## config.mk

```make
export PLATFORM = sky130hd
export DESIGN_NAME = addr_gen_unit
export DESIGN_NICKNAME = d
export VERILOG_FILES = /design/src/rtl/agu_pkg.sv /design/src/rtl/agu_inc16.sv /design/src/rtl/agu_regs.sv /design/src/rtl/agu_src_mux.sv /design/src/rtl/addr_gen_unit.sv
export SDC_FILE = /design/constraint.sdc
export NUM_CORES = 1
export LEC_CHECK = 0
export BUFFER_PORTS_ARGS = -buffer_cell sky130_fd_sc_hd__buf_2
export CAP_MARGIN = 20
export CORE_MARGIN = 10
export CORE_UTILIZATION = 58
export CTS_CLUSTER_DIAMETER = 150
export DETAILED_ROUTE_END_ITERATION = 8
export GPL_TIMING_DRIVEN = 0
export PLACE_DENSITY = 0.81
export SLEW_MARGIN = 20
export SYNTH_ARGS = -nofsm -noshare
export SYNTH_HDL_FRONTEND = slang
export SYNTH_SLANG_ARGS = --single-unit
export TNS_END_PERCENT = 50
```

## constraint.sdc

```tcl
create_clock -name clk -period 3 [get_ports clk]
set_input_delay 0.15 -clock clk [delete_from_list [all_inputs] [get_ports clk]]
set_output_delay 0.15 -clock clk [all_outputs]
set_load 0.02 [all_outputs]
```

## src/rtl/agu_pkg.sv

```systemverilog
package agu_pkg;

  typedef enum logic [2:0] {
    ASRC_DP  = 3'd0,
    ASRC_PC  = 3'd1,
    ASRC_STK = 3'd2,
    ASRC_ZPG = 3'd3,
    ASRC_TOP = 3'd4,
    ASRC_HT  = 3'd5
  } asrc_e;

  typedef enum logic [2:0] {
    INC_NONE  = 3'd0,
    INC_PC    = 3'd1,
    INC_DP2PC = 3'd2,
    INC_DPL   = 3'd3,
    INC_SP    = 3'd4,
    INC_T     = 3'd5
  } inc_e;

  // register slot index; write/read code of slot i is i+1
  localparam int RI_PCL = 0;
  localparam int RI_PCH = 1;
  localparam int RI_DPL = 2;
  localparam int RI_DPH = 3;
  localparam int RI_SP  = 4;
  localparam int RI_T   = 5;
  localparam int NREG   = 6;

endpackage

```

## src/rtl/agu_inc16.sv

```systemverilog
// Two-byte incrementer: carry into the high byte comes from an all-ones
// detect on the low byte rather than a ripple through it.
module agu_inc16 #(
  parameter int BW = 8
) (
  input  logic [BW-1:0] op_hi,
  input  logic [BW-1:0] op_lo,
  output logic [BW-1:0] res_hi,
  output logic [BW-1:0] res_lo
);
  logic lo_full;

  assign lo_full = &op_lo;
  assign res_lo  = op_lo + BW'(1);
  assign res_hi  = op_hi + {{(BW-1){1'b0}}, lo_full};
endmodule

```

## src/rtl/agu_regs.sv

```systemverilog
import agu_pkg::*;

module agu_regs #(
  parameter int BW = 8
) (
  input  logic                       clk,
  input  logic                       rst_n,
  input  logic [2:0]                 wr_sel,
  input  logic [BW-1:0]              wbus,
  input  logic                       dph_ld,
  input  logic [BW-1:0]              dbus,
  input  logic [NREG-1:0]            inc_we,
  input  logic [NREG-1:0][BW-1:0]    inc_val,
  output logic [NREG-1:0][BW-1:0]    q
);
  for (genvar g = 0; g < NREG; g++) begin : g_reg
    logic wr_hit;
    assign wr_hit = (wr_sel == 3'(g + 1));

    if (g == RI_DPH) begin : g_ext
      always_ff @(posedge clk) begin
        if (!rst_n)           q[g] <= '0;
        else if (dph_ld)      q[g] <= dbus;
        else if (wr_hit)      q[g] <= wbus;
      end
    end else begin : g_int
      always_ff @(posedge clk) begin
        if (!rst_n)           q[g] <= '0;
        else if (wr_hit)      q[g] <= wbus;
        else if (inc_we[g])   q[g] <= inc_val[g];
      end
    end
  end

  logic unused_dph;
  assign unused_dph = inc_we[RI_DPH] ^ (|inc_val[RI_DPH]);
endmodule

```

## src/rtl/agu_src_mux.sv

```systemverilog
import agu_pkg::*;

module agu_src_mux #(
  parameter int BW       = 8,
  parameter int STK_PAGE = 1
) (
  input  logic [2:0]              asrc,
  input  logic [2:0]              rd_sel,
  input  logic [NREG-1:0][BW-1:0] q,
  output logic [2*BW-1:0]         addr,
  output logic [BW-1:0]           rd_byte
);
  localparam logic [BW-1:0] PG_STK = BW'(STK_PAGE);
  localparam logic [BW-1:0] PG_ZER = '0;
  localparam logic [BW-1:0] PG_TOP = '1;

  always_comb begin
    case (asrc)
      ASRC_DP:  addr = {q[RI_DPH], q[RI_DPL]};
      ASRC_PC:  addr = {q[RI_PCH], q[RI_PCL]};
      ASRC_STK: addr = {PG_STK,    q[RI_SP]};
      ASRC_ZPG: addr = {PG_ZER,    q[RI_DPL]};
      ASRC_TOP: addr = {PG_TOP,    q[RI_DPL]};
      ASRC_HT:  addr = {q[RI_DPH], q[RI_T]};
      default:  addr = '0;
    endcase
  end

  always_comb begin
    rd_byte = '0;
    for (int i = 0; i < NREG; i++)
      if (rd_sel == 3'(i + 1)) rd_byte = q[i];
  end
endmodule

```

## src/rtl/addr_gen_unit.sv

```systemverilog
import agu_pkg::*;

module addr_gen_unit #(
  parameter int BW       = 8,
  parameter int STK_PAGE = 1
) (
  input  logic            clk,
  input  logic            rst_n,
  input  logic [2:0]      asrc,
  input  logic [2:0]      inc_sel,
  input  logic [2:0]      wr_sel,
  input  logic [7:0]      wbus,
  input  logic [7:0]      dbus,
  input  logic            dph_ld,
  input  logic [2:0]      rd_sel,
  input  logic            bus_en,
  output logic [15:0]     addr_out,
  output logic            addr_oe,
  output logic [7:0]      rd_byte
);
  localparam int AW = 2 * BW;

  logic [NREG-1:0][BW-1:0] q;
  logic [NREG-1:0][BW-1:0] inc_val;
  logic [NREG-1:0]         inc_we;
  logic [BW-1:0]           op_hi, op_lo, res_hi, res_lo;
  logic [AW-1:0]           addr_int;
  logic [BW-1:0]           rd_int;

  // operand comes from register outputs, never from the address bus
  always_comb begin
    op_hi  = '0;
    op_lo  = '0;
    inc_we = '0;
    case (inc_sel)
      INC_PC: begin
        op_hi = q[RI_PCH]; op_lo = q[RI_PCL];
        inc_we[RI_PCH] = 1'b1; inc_we[RI_PCL] = 1'b1;
      end
      INC_DP2PC: begin
        op_hi = q[RI_DPH]; op_lo = q[RI_DPL];
        inc_we[RI_PCH] = 1'b1; inc_we[RI_PCL] = 1'b1;
      end
      INC_DPL: begin
        op_lo = q[RI_DPL]; inc_we[RI_DPL] = 1'b1;
      end
      INC_SP: begin
        op_lo = q[RI_SP];  inc_we[RI_SP] = 1'b1;
      end
      INC_T: begin
        op_lo = q[RI_T];   inc_we[RI_T] = 1'b1;
      end
      default: ;
    endcase
  end

  always_comb begin
    inc_val         = '0;
    inc_val[RI_PCL] = res_lo;
    inc_val[RI_PCH] = res_hi;
    inc_val[RI_DPL] = res_lo;
    inc_val[RI_SP]  = res_lo;
    inc_val[RI_T]   = res_lo;
  end

  agu_inc16 #(.BW(BW)) u_inc (
    .op_hi (op_hi),
    .op_lo (op_lo),
    .res_hi(res_hi),
    .res_lo(res_lo)
  );

  agu_regs #(.BW(BW)) u_regs (
    .clk    (clk),
    .rst_n  (rst_n),
    .wr_sel (wr_sel),
    .wbus   (BW'(wbus)),
    .dph_ld (dph_ld),
    .dbus   (BW'(dbus)),
    .inc_we (inc_we),
    .inc_val(inc_val),
    .q      (q)
  );

  agu_src_mux #(.BW(BW), .STK_PAGE(STK_PAGE)) u_mux (
    .asrc   (asrc),
    .rd_sel (rd_sel),
    .q      (q),
    .addr   (addr_int),
    .rd_byte(rd_int)
  );

  assign addr_out = 16'(addr_int);
  assign rd_byte  = 8'(rd_int);
  assign addr_oe  = bus_en;
endmodule

```

# ---- Word level (Yosys, flattened, before mapping)
# Cells that the tools add are included.
dict set report classes {
  add_sub_neg 2
  eq_ne 22
  n_mux 25
  reduce_logical 10
}
# cell count
set ops {}
lappend ops {{two-way mux 8 bit} 18}
lappend ops {{case mux 16 bit (6 select lines)} 1}
lappend ops {{case mux 8 bit (4 select lines)} 1}
lappend ops {{== test 3 bit (second input constant)} 10}
lappend ops {{== test 3 x 2 -> 1 bit (second input constant)} 8}
lappend ops {{case mux 8 bit (2 select lines)} 1}
lappend ops {{== test 3 x 1 -> 1 bit (second input constant)} 4}
lappend ops {{nonzero test 2 bit} 6}
lappend ops {{adder 8 x 1 -> 8 bit} 1}
lappend ops {{adder 8 x 1 -> 8 bit (second input constant)} 1}
lappend ops {{AND reduction 8 bit} 1}
lappend ops {{OR reduction 2 bit} 2}
lappend ops {{zero test 3 bit} 1}
lappend ops {{two-way mux 1 bit} 3}
lappend ops {{two-way mux 2 bit} 1}
dict set report totals {
  register_bits 48
  in_bits 32
  word_cells 65
}

# ---- Logic depth before layout (Yosys ltp)
# Gate-level depths: netlist of the first run.
dict set report depth {
  ltp_word 7
  ltp_mapped 14
  mapped_depth_nobuf 13
}

# ---- Modules after synthesis
# From an unflattened synthesis of the first run, not the netlist that was laid out.
dict set report unflattened {
  cells_unflattened 471
  hier_area_um2 4107.7
}
# mod n_inst cells_per_inst area_per_inst_um2 seq_area_each_um2
set by_module_without_submodules {}
lappend by_module_without_submodules {agu_regs 1 229 2254.7 960.9}
lappend by_module_without_submodules {agu_src_mux 1 135 1027.2 0.0}
lappend by_module_without_submodules {addr_gen_unit 1 74 583.1 0.0}
lappend by_module_without_submodules {agu_inc16 1 33 242.7 0.0}

# ---- Worst setup path before layout of the first run
# OpenSTA, ideal clock, no wires.
dict set report synth_timing {
  path_kind {input -> register}
  from {input port inc_sel[1]}
  to {register u_regs.q[12] in the netlist's numbering}
  setup_time_ns 0.087
  arrival_time_ns 2.493
  required_time_ns 2.913
  slack_ns 0.420
  stages 14
  n_path_buf 1
  cell_sequence {nand2b_1 -> clkbuf_1 -> nor2_1 -> nor3_1 -> inv_1 -> ha_1 -> o221ai_2 -> nor3_1 -> ha_1 -> ha_1 -> and3_1 -> xnor2_1 -> and2_1 -> o31ai_1}
}
dict set report synth_between {
  elab_chain_len 7
  elab_cells_between_ends 15
  cone_classes {1 x add/sub; 5 x eq/ne; 5 x mux; 4 x reduce/logical}
}
# item line
set synth_lines {}
lappend synth_lines {{start, declared} addr_gen_unit.sv:10} ;# input logic [2:0] inc_sel,
lappend synth_lines {{== test 3 x 2 -> 1 bit} addr_gen_unit.sv:35} ;# case (inc_sel)
lappend synth_lines {{OR reduction 2 bit (no line)} n/a}
lappend synth_lines {{case mux 8 bit (4 select lines)} addr_gen_unit.sv:35}
lappend synth_lines {{AND reduction 8 bit} agu_inc16.sv:13} ;# assign lo_full = &op_lo;
lappend synth_lines {{adder 8 x 1 -> 8 bit} agu_inc16.sv:15} ;# assign res_hi = op_hi + {{(BW-1){1'b0}}, lo_full};
lappend synth_lines {{two-way mux 8 bit} agu_regs.sv:30} ;# else if (inc_we[g]) q[g] <= inc_val[g];
lappend synth_lines {{two-way mux 8 bit} agu_regs.sv:29} ;# else if (wr_hit) q[g] <= wbus;
lappend synth_lines {{end signal, assigned by index} agu_regs.sv:29}
lappend synth_lines {{end signal, assigned by index} agu_regs.sv:30}
lappend synth_lines {{end, declared} agu_regs.sv:14} ;# output logic [NREG-1:0][BW-1:0] q
# Parallel ways exist; a longest one is shown, timed or not. The select of a mux whose other input is x is not followed.
# A chain may end at the register's enable or synchronous reset.

# ---- Worst setup path after layout of the first run
dict set report layout_timing {
  from {register u_regs.q[32] in the netlist's numbering}
  to {register u_regs.q[12] in the netlist's numbering}
}
dict set report layout_between {
  elab_chain_len 5
}
# item line
set layout_lines {}
lappend layout_lines {{case mux 8 bit (4 select lines)} addr_gen_unit.sv:35}
lappend layout_lines {{AND reduction 8 bit} agu_inc16.sv:13}
lappend layout_lines {{adder 8 x 1 -> 8 bit} agu_inc16.sv:15}
lappend layout_lines {{two-way mux 8 bit} agu_regs.sv:30}
lappend layout_lines {{two-way mux 8 bit} agu_regs.sv:29}
# Every way passes these cells. The select of a mux whose other input is x is not followed.

==> impl_results.md, run 1 <==
- Status: finished clean
- Global route total overflow: 0
- Clock tree sinks: 48
- Sequential share of power: 41.5%
- Chip width: 103 um
- DRT Pass-1 Iters: 6
- Final Skew: 0.00722 ns
- Share of layout cells above drive strength 1: 15.1%
- Yosys warning total: 0
- EDFF count, synth: 0
- Sequential share of the synthesized area: 24.2%
- Drt total wl: 14400 um
- Routed vias/inst: 7.04
- Starting DRT DRC Count: 519
- Site row count: 30
- Cell Area, Synth: 3980 um^2
- Post-CTS setup buffers: 0
- Area growth syn-to-layout: 12.2%
- WHS: 0.0663 ns
- Pre-CTS setup slack: -0.304 ns
- CTS Buffer Depth: 2
- Fillers: 611
- DIE AREA: 10600 um^2
- Hold Vio Cnt, Final: 0
- H-tree Lvls: 2
- CP Max Fanout: 5
- Num CTS Buffers: 5
- Met3 usage in global routing: 4.09%
- Syn Nets: 566
- Reg2reg setup slack: 0.20 ns
- Post-synth top flop: dfxtp_1
- Max reg flops: 48
- Slew HR: 24.7%
- GRT met2 Usage: 41.4%
- Final setup vio count: 0
- CTS tree: built
- FF/Latch Area: 962 um^2
- Worst R2R Path Depth: 13
- Hold wc startpoint: dbus[4]
- Final Util: 66.5%
- Switching power: 0.604 mW
- Vias in the first global route: 4178
- Final critical-path required period: 2.80 ns
- Post-route ant nets: 0
- CP Class: flip-flop to flip-flop
- Fin worst setup slack: 0.201 ns
- Post-synth ARST share: 0%
- Nets: 619
- Via Count: 4675
- Biggest regs: u_regs.q x48
- Post-synthesis register bit count: 48
- DP HPWL: 11100 um
- Ant diodes: 0
- Sw Ratio: 33.7%
- Fin crit share: 93.3%
- Overall die height: 103 um
- Count of cell types in the netlist: 68
- Core ar.: 6720 um^2
- Peak supply drop: 0.311 mV
- Critical Path AT: 3.03 ns
- CTS root buf: clkbuf_8
- Hold depth: 3
- Worst r2r dst: u_regs.q[12]
- WHS Endpoint: u_regs.q[28]
- Reg with most FFs: u_regs.q
- Max-cap violation count: 0
- Design Power: 1.79 mW
- Critical Path End Type: flip-flop
- Clk_lat worst skew: 0.31 ns
- Routability cong.: 1.00
- Avg Inst Size Synth: 7.49 um^2
- Port Buffers: 46
- Max-slew violations: 0
- Cell internal pwr: 1.19 mW
- Hold buffer count at cts: 0
- Critical Path RT: 3.23 ns
- Gr busiest metal: met2
- Critical Path Start Type: flip-flop
- Worst slew pin tran: 1.13 ns
- First-pass GRT wire length: 22400 um
- I/O pin count: 57
- Met1 Use GR: 36.4%
- Leakage Power: 1.72 nW
- Clock power frac: 31.6%
- Hold Path Class: input port to flip-flop
- Overall Global Routing Usage: 26.7%
- RR Startpoint: u_regs.q[32]
- Starting Density: 59.2%
- RSZ-0062 raised after global routing: no
- DR DRC count: 0
- Reg clk slew, reported paths: 0.10 ns
- Antenna violations before repair: 0
- F_max: 0.357 GHz
- Avg WL per Cell: 21.6 um
- Mapped Cells: 531
- Gate power share: 27.0%
- Area occupied by multi-input gates: 2810 um^2
- Pin count of the biggest net entering global routing: 15
- Pwr/cell area: 402 nW/um^2
## through the flow
step                instance area (um^2)  std cells  setup TNS, ns
finish                              4470        664              0
global route                        4470        664              0
floorplan                           3980        531              0
CTS                                 4440        664              0
detailed placement                  4310        657         -0.683
global placement                    4310        657         -0.482
## kinds of logic after synthesis
kind of cell	synth area share, %
xor+xnor	2.42
buf+inv	5.97
flops	24.2
compound gates	30.5
simple gates	26.0
mux	10.0
fa+ha+maj	0.943
## how the worst max path moves through the flow
stage	cells after the start	to	startpoint	slack [ns]
floorplan	14	u_regs.q[12]	inc_sel[1]	0.42
global placement	15	u_regs.q[12]	inc_sel[1]	-0.26
detailed placement	15	u_regs.q[12]	inc_sel[1]	-0.30
CTS	15	u_regs.q[12]	inc_sel[1]	0.03
global route	12	u_regs.q[12]	u_regs.q[0]	0.008
finish	13	u_regs.q[12]	u_regs.q[32]	0.20
## cell type report
cell class                 count  share of cell area, %
multi-input combinational    429                   62.8
sequential                    48                   21.5
timing repair buffer          46                   5.16
buffer                        45                   4.60
tap                           80                   2.24
clock buffer                   5                   1.54
clock inverter                 2                   1.34
inverter                       9                  0.757
## power by group through the flow
stage / sequential [mW] / combinational (mW) / clock [mW]
2_1_floorplan: 0.729 / 0.332 / 0
3_3_place_gp: 0.752 / 0.455 / 0
3_5_place_dp: 0.753 / 0.466 / 0
4_1_cts: 0.738 / 0.469 / 0.557
5_1_grt: 0.746 / 0.522 / 0.581
6_report: 0.744 / 0.483 / 0.567
## metal layers
layer | vias up | share of wire (%)
met1 | 2158 | 42
met2 | 367 | 44
met4 | 0 | 3.4
met5 | - | 0
met3 | 59 | 11
li1 | 2091 | -
## worst max-delay path, cell delays in order, from the launching register on
cell and delay (ns):
dfxtp_1 0.44, mux2i_1 0.12, nor2_1 0.13, nor3_2 0.09
inv_1 0.07, ha_1 0.20, o221ai_2 0.20, nor3_2 0.31
ha_1 0.24, ha_1 0.22, and3_1 0.24, xnor2_1 0.08
and2_1 0.17, o31ai_1 0.21
## repair_timing
item / 4_1_cts / 5_1_grt
setup endpoints to repair: 1 / 3
resized for setup: 1 / 6
pin swaps: 0 / 1
## synth_stat cells, types with 3 or more instances
library cell,number,area (um^2)
o311a_1,4,40.0
ha_1,3,37.5
buf_4,4,30.0
inv_1,9,33.8
a21oi_1,48,240
a31oi_1,8,50.1
mux2i_1,33,330
o211ai_1,5,37.5
buf_2,4,20.0
a221o_1,8,80.1
o21ai_1,3,15.0
o21ai_0,23,115
nor4_1,4,25.0
o22ai_1,8,50.1
a311oi_1,15,131
nand2b_1,4,25.0
nor2b_1,4,25.0
mux2_2,6,67.6
nor2_1,73,274
o22a_1,5,43.8
and3_1,5,31.3
and2_1,7,43.8
dfxtp_1,48,961
clkbuf_1,32,120
a22o_1,3,26.3
o221ai_1,3,26.3
nor4b_1,3,26.3
a211oi_1,6,45.0
nand3b_1,12,90.1
nand4b_1,4,35.0
buf_1,3,11.3
o21a_1,8,60.1
nand3_1,11,55.1
nor3_1,7,35.0
a221oi_1,7,61.3
nand2_1,49,184
nor3b_1,3,22.5
xnor2_1,9,78.8
## cells in the final DEF (no fill, tap or decap), types with 8 or more instances in the layout
cell / synthesis / final
nand3b_1: 12 / 12
a21oi_1: 48 / 48
dfxtp_1: 48 / 47
xnor2_1: 9 / 9
nand2_1: 49 / 49
clkbuf_1: 32 / 31
a221o_1: 8 / 8
o21a_1: 8 / 8
buf_2: 4 / 50
mux2i_1: 33 / 33
nand3_1: 11 / 11
nor2_1: 73 / 73
inv_1: 9 / 9
o22ai_1: 8 / 8
a311oi_1: 15 / 15
a31oi_1: 8 / 8
o21ai_0: 23 / 23
Power figures use the tool's default switching activity.
==> inputs of run 2 (changes only) <==
--- a/config.mk
+++ b/config.mk
@@ -12,7 +12,7 @@
 export CTS_CLUSTER_DIAMETER = 150
 export DETAILED_ROUTE_END_ITERATION = 8
 export GPL_TIMING_DRIVEN = 0
-export PLACE_DENSITY = 0.81
+export PLACE_DENSITY = 0.83
 export SLEW_MARGIN = 20
 export SYNTH_ARGS = -nofsm -noshare
 export SYNTH_HDL_FRONTEND = slang
==> run 2 against run 1 <==
Register-to-register slack got worse by 0.04 ns; clock power barely moved; critical path depth is 1 lower; global-route usage shrank 0.071 points; clock skew shrank 0.0052 ns; hold slack got worse by 0.010 ns; flip-flop and latch count did not move; setup slack got worse by 0.044 ns; highest routed layer unchanged.
==> impl_results.md, run 2 (same netlist as run 1, synthesis figures left out) <==
- Final Skew: 0.00200 ns (was 0.00722 ns)
- Most frequent cells in the layout: nor2_1, buf_2, nand2_1 (unchanged)
- Max reg flops: 48 (unchanged)
- Site row count: 30 (unchanged)
- Critical Path End Type: flip-flop (unchanged)
- Starting DRT DRC Count: 626 (was 519)
- WHS: 0.0559 ns (was 0.0663 ns)
- Core ar.: 6720 um^2 (unchanged)
- CTS root buf: clkbuf_8 (unchanged)
- Reg clk slew, reported paths: 0.09 ns (was 0.10 ns)
- Critical Path Start Type: flip-flop (unchanged)
- Design Power: 1.80 mW (was 1.79 mW)
- Max-slew violations: 0 (unchanged)
- Critical Path AT: 3.08 ns (was 3.03 ns)
- Final Util: 66.7% (was 66.5%)
- Fillers: 613 (was 611)
- Post-CTS setup buffers: 0 (unchanged)
- Overall die height: 103 um (unchanged)
- CP Max Fanout: 5 (unchanged)
- Reg with most FFs: u_regs.q (unchanged)
- Port Buffers: 46 (unchanged)
- I/O pin count: 57 (unchanged)
- Chip width: 103 um (unchanged)
- H-tree Lvls: 2 (unchanged)
- Dpl cells: 657 (unchanged)
- Pwr/cell area: 401 nW/um^2 (was 402 nW/um^2)
- Max-cap violation count: 0 (unchanged)
- Post-route ant nets: 0 (unchanged)
- Starting Density: 59.2% (unchanged)
- Global route total overflow: 0 (unchanged)
- Pre-CTS setup slack: -0.395 ns (was -0.304 ns)
- Leakage Power: 1.71 nW (was 1.72 nW)
- Status: finished clean (unchanged)
- Peak supply drop: 0.293 mV (was 0.311 mV)
- Clock tree sinks: 48 (unchanged)
- F_max: 0.352 GHz (was 0.357 GHz)
- Slew HR: 21.6% (was 24.7%)
- CTS Buffer Depth: 2 (unchanged)
- Pin count of the biggest net entering global routing: 15 (unchanged)
- Fin worst setup slack: 0.156 ns (was 0.201 ns)
- Clk_lat worst skew: 0.31 ns (about the same)
- Routability cong.: 0.987 (was 1.00)
- Area growth syn-to-layout: 12.6% (was 12.2%)
- DR DRC count: 0 (unchanged)
- Antenna violations before repair: 0 (unchanged)
- Fin crit share: 94.8% (was 93.3%)
- Final critical-path required period: 2.84 ns (was 2.80 ns)
- Vias in the first global route: 4129 (was 4178)
- Commonest non-fill, non-tap cell in the layout: nor2_1 (unchanged)
- DIE AREA: 10600 um^2 (unchanged)
- Nets: 619 (unchanged)
- First-pass GRT wire length: 22200 um (was 22400 um)
- Drt total wl: 14500 um (was 14400 um)
- Hold Path Class: input port to flip-flop (unchanged)
- DRT Pass-1 Iters: 6 (unchanged)
- Routed vias/inst: 6.94 (was 7.04)
- Overall Global Routing Usage: 26.7% (about the same)
- Worst slew pin tran: 1.17 ns (was 1.13 ns)
- Critical Path RT: 3.23 ns (about the same)
- CTS tree: built (unchanged)
- CP Class: flip-flop to flip-flop (unchanged)
- DP HPWL: 11200 um (was 11100 um)
- Num CTS Buffers: 5 (unchanged)
- Final setup vio count: 0 (unchanged)
- Share of layout cells above drive strength 1: 15.8% (was 15.1%)
- Non-filler cells, final: 664 (unchanged)
- Hold buffer count at cts: 0 (unchanged)
- Hold Vio Cnt, Final: 0 (unchanged)
- Ant diodes: 0 (unchanged)
- Biggest regs: u_regs.q x48 (unchanged)
- Via Count: 4610 (was 4675)
- RSZ-0062 raised after global routing: no (unchanged)
- Avg WL per Cell: 21.8 um (was 21.6 um)
[run 2: changes by cell type in the layout (fill, tap and decap cells not counted)]
cell,delta
and3_1,-1
dfxtp_2,+2
dfxtp_1,-2
nor3_4,+1
ha_1,-1
and3_4,+1
ha_2,+1
nor3_2,-1
[run 2: critical path, stage by stage (launching register included)]
cell      delay [ns]
dfxtp_2         0.40
nor4bb_4        0.28
nor3_4          0.11
inv_1           0.07
ha_1            0.21
o221ai_2        0.20
nor3_2          0.37
ha_2            0.26
ha_1            0.21
and3_4          0.22
xnor2_1         0.06
and2_1          0.16
o31ai_1         0.21
[run 2: where the power goes]
part	internal (mW)	total [mW]	switching, mW
Clock	0.328	0.567	0.238
Combinational	0.181	0.486	0.305
Sequential	0.681	0.742	0.0614
Total	1.19	1.80	0.605
[run 2: routing by layer]
| metal | GRT usage, % | routed length [um] |
|---|---|---|
| met5 | 0 | 0 |
| met4 | 10.5 | 623 |
| met3 | 4.83 | 1500 |
| met2 | 41.2 | 6310 |
| met1 | 35.9 | 6070 |
[run 2: through the flow]
stage,instance area (um^2),setup TNS [ns]
5_1_grt,4480,0
6_report,4480,0
2_1_floorplan,3980,0
3_5_place_dp,4310,-1.20
3_3_place_gp,4310,-0.675
4_1_cts,4450,0
[run 2: area by class of cell]
class                           count  area (um^2)  area share [%]
Clock inverter                      2         60.1            1.34
Multi-Input combinational cell    429         2820            62.9
Clock buffer                        5         68.8            1.54
Inverter                            9         33.8           0.754
Sequential cell                    48          965            21.5
Tap cell                           80          100            2.23
Timing Repair Buffer               46          230            5.14
Buffer                             45          205            4.58
[run 2: repair_timing]
action	4_1_cts	5_1_grt
setup endpoints to repair	1	4
pin swaps	0	2
hold endpoints to repair	0	0
resized for setup	2	10
[run 2: path summary, 6_finish.rpt]
kind / start / endpoint / slack (ns) / depth (start not counted)
worst max-delay path: u_regs.q[0] / u_regs.q[12] / 0.16 / 12
worst min-delay path: dbus[6] / u_regs.q[30] / 0.06 / 3
worst max register to register: u_regs.q[0] / u_regs.q[12] / 0.16 / 12
worst min register to register: u_regs.q[40] / u_regs.q[40] / 0.52 / 2
==> inputs of run 3 (changes only) <==
--- a/config.mk
+++ b/config.mk
@@ -8,11 +8,11 @@
 export BUFFER_PORTS_ARGS = -buffer_cell sky130_fd_sc_hd__buf_2
 export CAP_MARGIN = 20
 export CORE_MARGIN = 10
-export CORE_UTILIZATION = 58
+export CORE_UTILIZATION = 35
 export CTS_CLUSTER_DIAMETER = 150
 export DETAILED_ROUTE_END_ITERATION = 8
 export GPL_TIMING_DRIVEN = 0
-export PLACE_DENSITY = 0.83
+export PLACE_DENSITY = 0.55
 export SLEW_MARGIN = 20
 export SYNTH_ARGS = -nofsm -noshare
 export SYNTH_HDL_FRONTEND = slang
==> run 3 against run 2 <==
Sequential power about the same; combinational power about the same; critical path depth up 1; critical path type unchanged; critical endpoint unchanged; largest cell class unchanged.
==> impl_results.md, run 3 (same netlist as run 1, synthesis figures left out) <==
- Pwr/cell area: 414 nW/um^2 (was 401 nW/um^2)
- Antenna violations before repair: 0 (unchanged)
- Area growth syn-to-layout: 15.3% (was 12.6%)
- DRT Pass-1 Iters: 5 (was 6)
- Starting DRT DRC Count: 549 (was 626)
- Reg clk slew, reported paths: 0.07 ns (was 0.09 ns)
- Starting Density: 36.2% (was 59.2%)
- Final setup vio count: 0 (unchanged)
- WHS: 0.0820 ns (was 0.0559 ns)
- Post-CTS setup buffers: 0 (unchanged)
- CP max stage delay: 0.37 ns (was 0.40 ns)
- Critical Path End Type: flip-flop (unchanged)
- Share of layout cells above drive strength 1: 15.0% (was 15.8%)
- Status: finished clean (unchanged)
- Clock tree sinks: 48 (unchanged)
- DIE AREA: 16000 um^2 (was 10600 um^2)
- Reg with most FFs: u_regs.q (unchanged)
- Core ar.: 11000 um^2 (was 6720 um^2)
- Leakage Power: 1.75 nW (was 1.71 nW)
- F_max: 0.355 GHz (was 0.352 GHz)
- Biggest regs: u_regs.q x48 (unchanged)
- Post-route ant nets: 0 (unchanged)
- Ant diodes: 0 (unchanged)
- First-pass GRT wire length: 24400 um (was 22200 um)
- Fin Setup TNS: 0 ns (unchanged)
- Dpl cells: 717 (was 657)
- Worst R2R Path Depth: 13 (was 12)
- Global route total overflow: 0 (unchanged)
- Hold Path Class: input port to flip-flop (unchanged)
- Max reg flops: 48 (unchanged)
- Pre-CTS setup slack: -0.446 ns (was -0.395 ns)
- Most frequent cells in the layout: nor2_1, buf_2, nand2_1 (unchanged)
- Port Buffers: 46 (unchanged)
- CP Class: flip-flop to flip-flop (unchanged)
- CTS tree: built (unchanged)
- Most numerous cell on the critical path: ha_1 (unchanged)
- Hold wc startpoint: dbus[7] (was dbus[6])
- WHS Endpoint: u_regs.q[31] (was u_regs.q[30])
- H-tree Lvls: 2 (unchanged)
- Vias in the first global route: 4175 (was 4129)
- Hold Vio Cnt, Final: 0 (unchanged)
- Worst slew pin tran: 1.02 ns (was 1.17 ns)
- Drt total wl: 15900 um (was 14500 um)
- RSZ-0062 raised after global routing: no (unchanged)
- Num CTS Buffers: 5 (unchanged)
- Max-slew violations: 0 (unchanged)
- Overall Global Routing Usage: 18.7% (was 26.7%)
- Chip width: 127 um (was 103 um)
- Final Skew: 0.00952 ns (was 0.00200 ns)
- Via Count: 4543 (was 4610)
- I/O pin count: 57 (unchanged)
- CP Max Fanout: 5 (unchanged)
- Overall die height: 127 um (was 103 um)
- Peak supply drop: 0.264 mV (was 0.293 mV)
- Reg2reg setup slack: 0.18 ns (was 0.16 ns)
- Design Power: 1.90 mW (was 1.80 mW)
- RR Startpoint: u_regs.q[40] (was u_regs.q[0])
- Non-filler cells, final: 725 (was 664)
- Hold depth: 3 (unchanged)
- Nets: 619 (unchanged)
- Critical Path Start Type: flip-flop (unchanged)
- Clk_lat worst skew: 0.30 ns (was 0.31 ns)
- CTS root buf: clkbuf_16 (was clkbuf_8)
- Slew HR: 31.7% (was 21.6%)
- Fin worst setup slack: 0.184 ns (was 0.156 ns)
- Critical Path AT: 3.03 ns (was 3.08 ns)
- Max-cap violation count: 0 (unchanged)
- Pin count of the biggest net entering global routing: 15 (unchanged)
- Routed vias/inst: 6.27 (was 6.94)
- Fin crit share: 93.9% (was 94.8%)
- Post-route cell area: 4590 um^2 (was 4480 um^2)
- Worst r2r dst: u_regs.q[12] (unchanged)
- DR DRC count: 0 (unchanged)
- Worst-path cell chain: mux2i_1 -> nor2_1 -> nor3_2 -> inv_1 -> ha_1 -> o221ai_2 -> nor3_4 -> ha_1 -> ha_1 -> and3_1 -> xnor2_1 -> and2_1 -> o31ai_1 (was nor4bb_4 -> nor3_4 -> inv_1 -> ha_1 -> o221ai_2 -> nor3_2 -> ha_2 -> ha_1 -> and3_4 -> xnor2_1 -> and2_1 -> o31ai_1)
- Final critical-path required period: 2.82 ns (was 2.84 ns)
- Crit-path slowest cell: dfxtp_1 (was dfxtp_2)
- CTS Buffer Depth: 2 (unchanged)
- Critical Path RT: 3.21 ns (was 3.23 ns)
- Final Util: 41.8% (was 66.7%)
- Commonest non-fill, non-tap cell in the layout: nor2_1 (unchanged)
- Placed instance area: 4380 um^2 (was 4310 um^2)
- Hold buffer count at cts: 0 (unchanged)
- DP HPWL: 12400 um (was 11200 um)
- Routability cong.: 0.916 (was 0.987)
- Site row count: 38 (was 30)
- Avg WL per Cell: 21.9 um (was 21.8 um)
==> run 3: changes by cell type in the layout (fill, tap and decap cells not counted), sizes merged <==
cell / previous run / this run
bufinv: 2 / 1
clkbuf: 37 / 38
clkinv: 0 / 1
==> run 3: per-layer routing <==
layer / routed length (um) / up-vias / global-route usage (%)
met2: 6900 / 215 / 28.0
met5: 0 / - / 0
met4: 276 / 0 / 4.76
met3: 1360 / 27 / 3.54
met1: 7370 / 2206 / 26.8
li1: - / 2095 / -
==> run 3: layout make-up <==
type                            instances  area [um^2]
Clock buffer                            6          129
Multi-Input combinational cell        429         2820
Buffer                                 45          205
Clock inverter                          2         35.0
Tap cell                              140          175
Timing Repair Buffer                   46          230
Fill cell                            1145         6400
Inverter                                9         33.8
Sequential cell                        48          961
==> run 3: worst max path at each step <==
| stage | startpoint | to | depth (start not counted) |
|---|---|---|---|
| floorplan | inc_sel[1] | u_regs.q[12] | 14 |
| global placement | inc_sel[1] | u_regs.q[12] | 15 |
| detailed placement | inc_sel[1] | u_regs.q[12] | 15 |
| CTS | u_regs.q[0] | u_regs.q[12] | 12 |
| global route | u_regs.q[40] | u_regs.q[12] | 13 |
| finish | u_regs.q[40] | u_regs.q[12] | 13 |
==> run 3: critical path: cells and delay by family, from the launching register on <==
family,cells,cell delay [ns]
compound gates,2,0.38
buf+inv,1,0.09
simple gates,5,0.84
mux,1,0.20
flops,1,0.37
fa+ha+maj,3,0.73
xor+xnor,1,0.13
==> run 3: timing repair <==
item | 4_1_cts | 5_1_grt
endpoints found under the setup margin | 4 | 4
pin swaps | 0 | 1
gates resized for setup | 2 | 5
==> run 3: where the power goes <==
part	internal [mW]	switching (mW)	total (mW)
Clock	0.394	0.273	0.666
Sequential	0.680	0.0638	0.744
Combinational	0.180	0.308	0.488
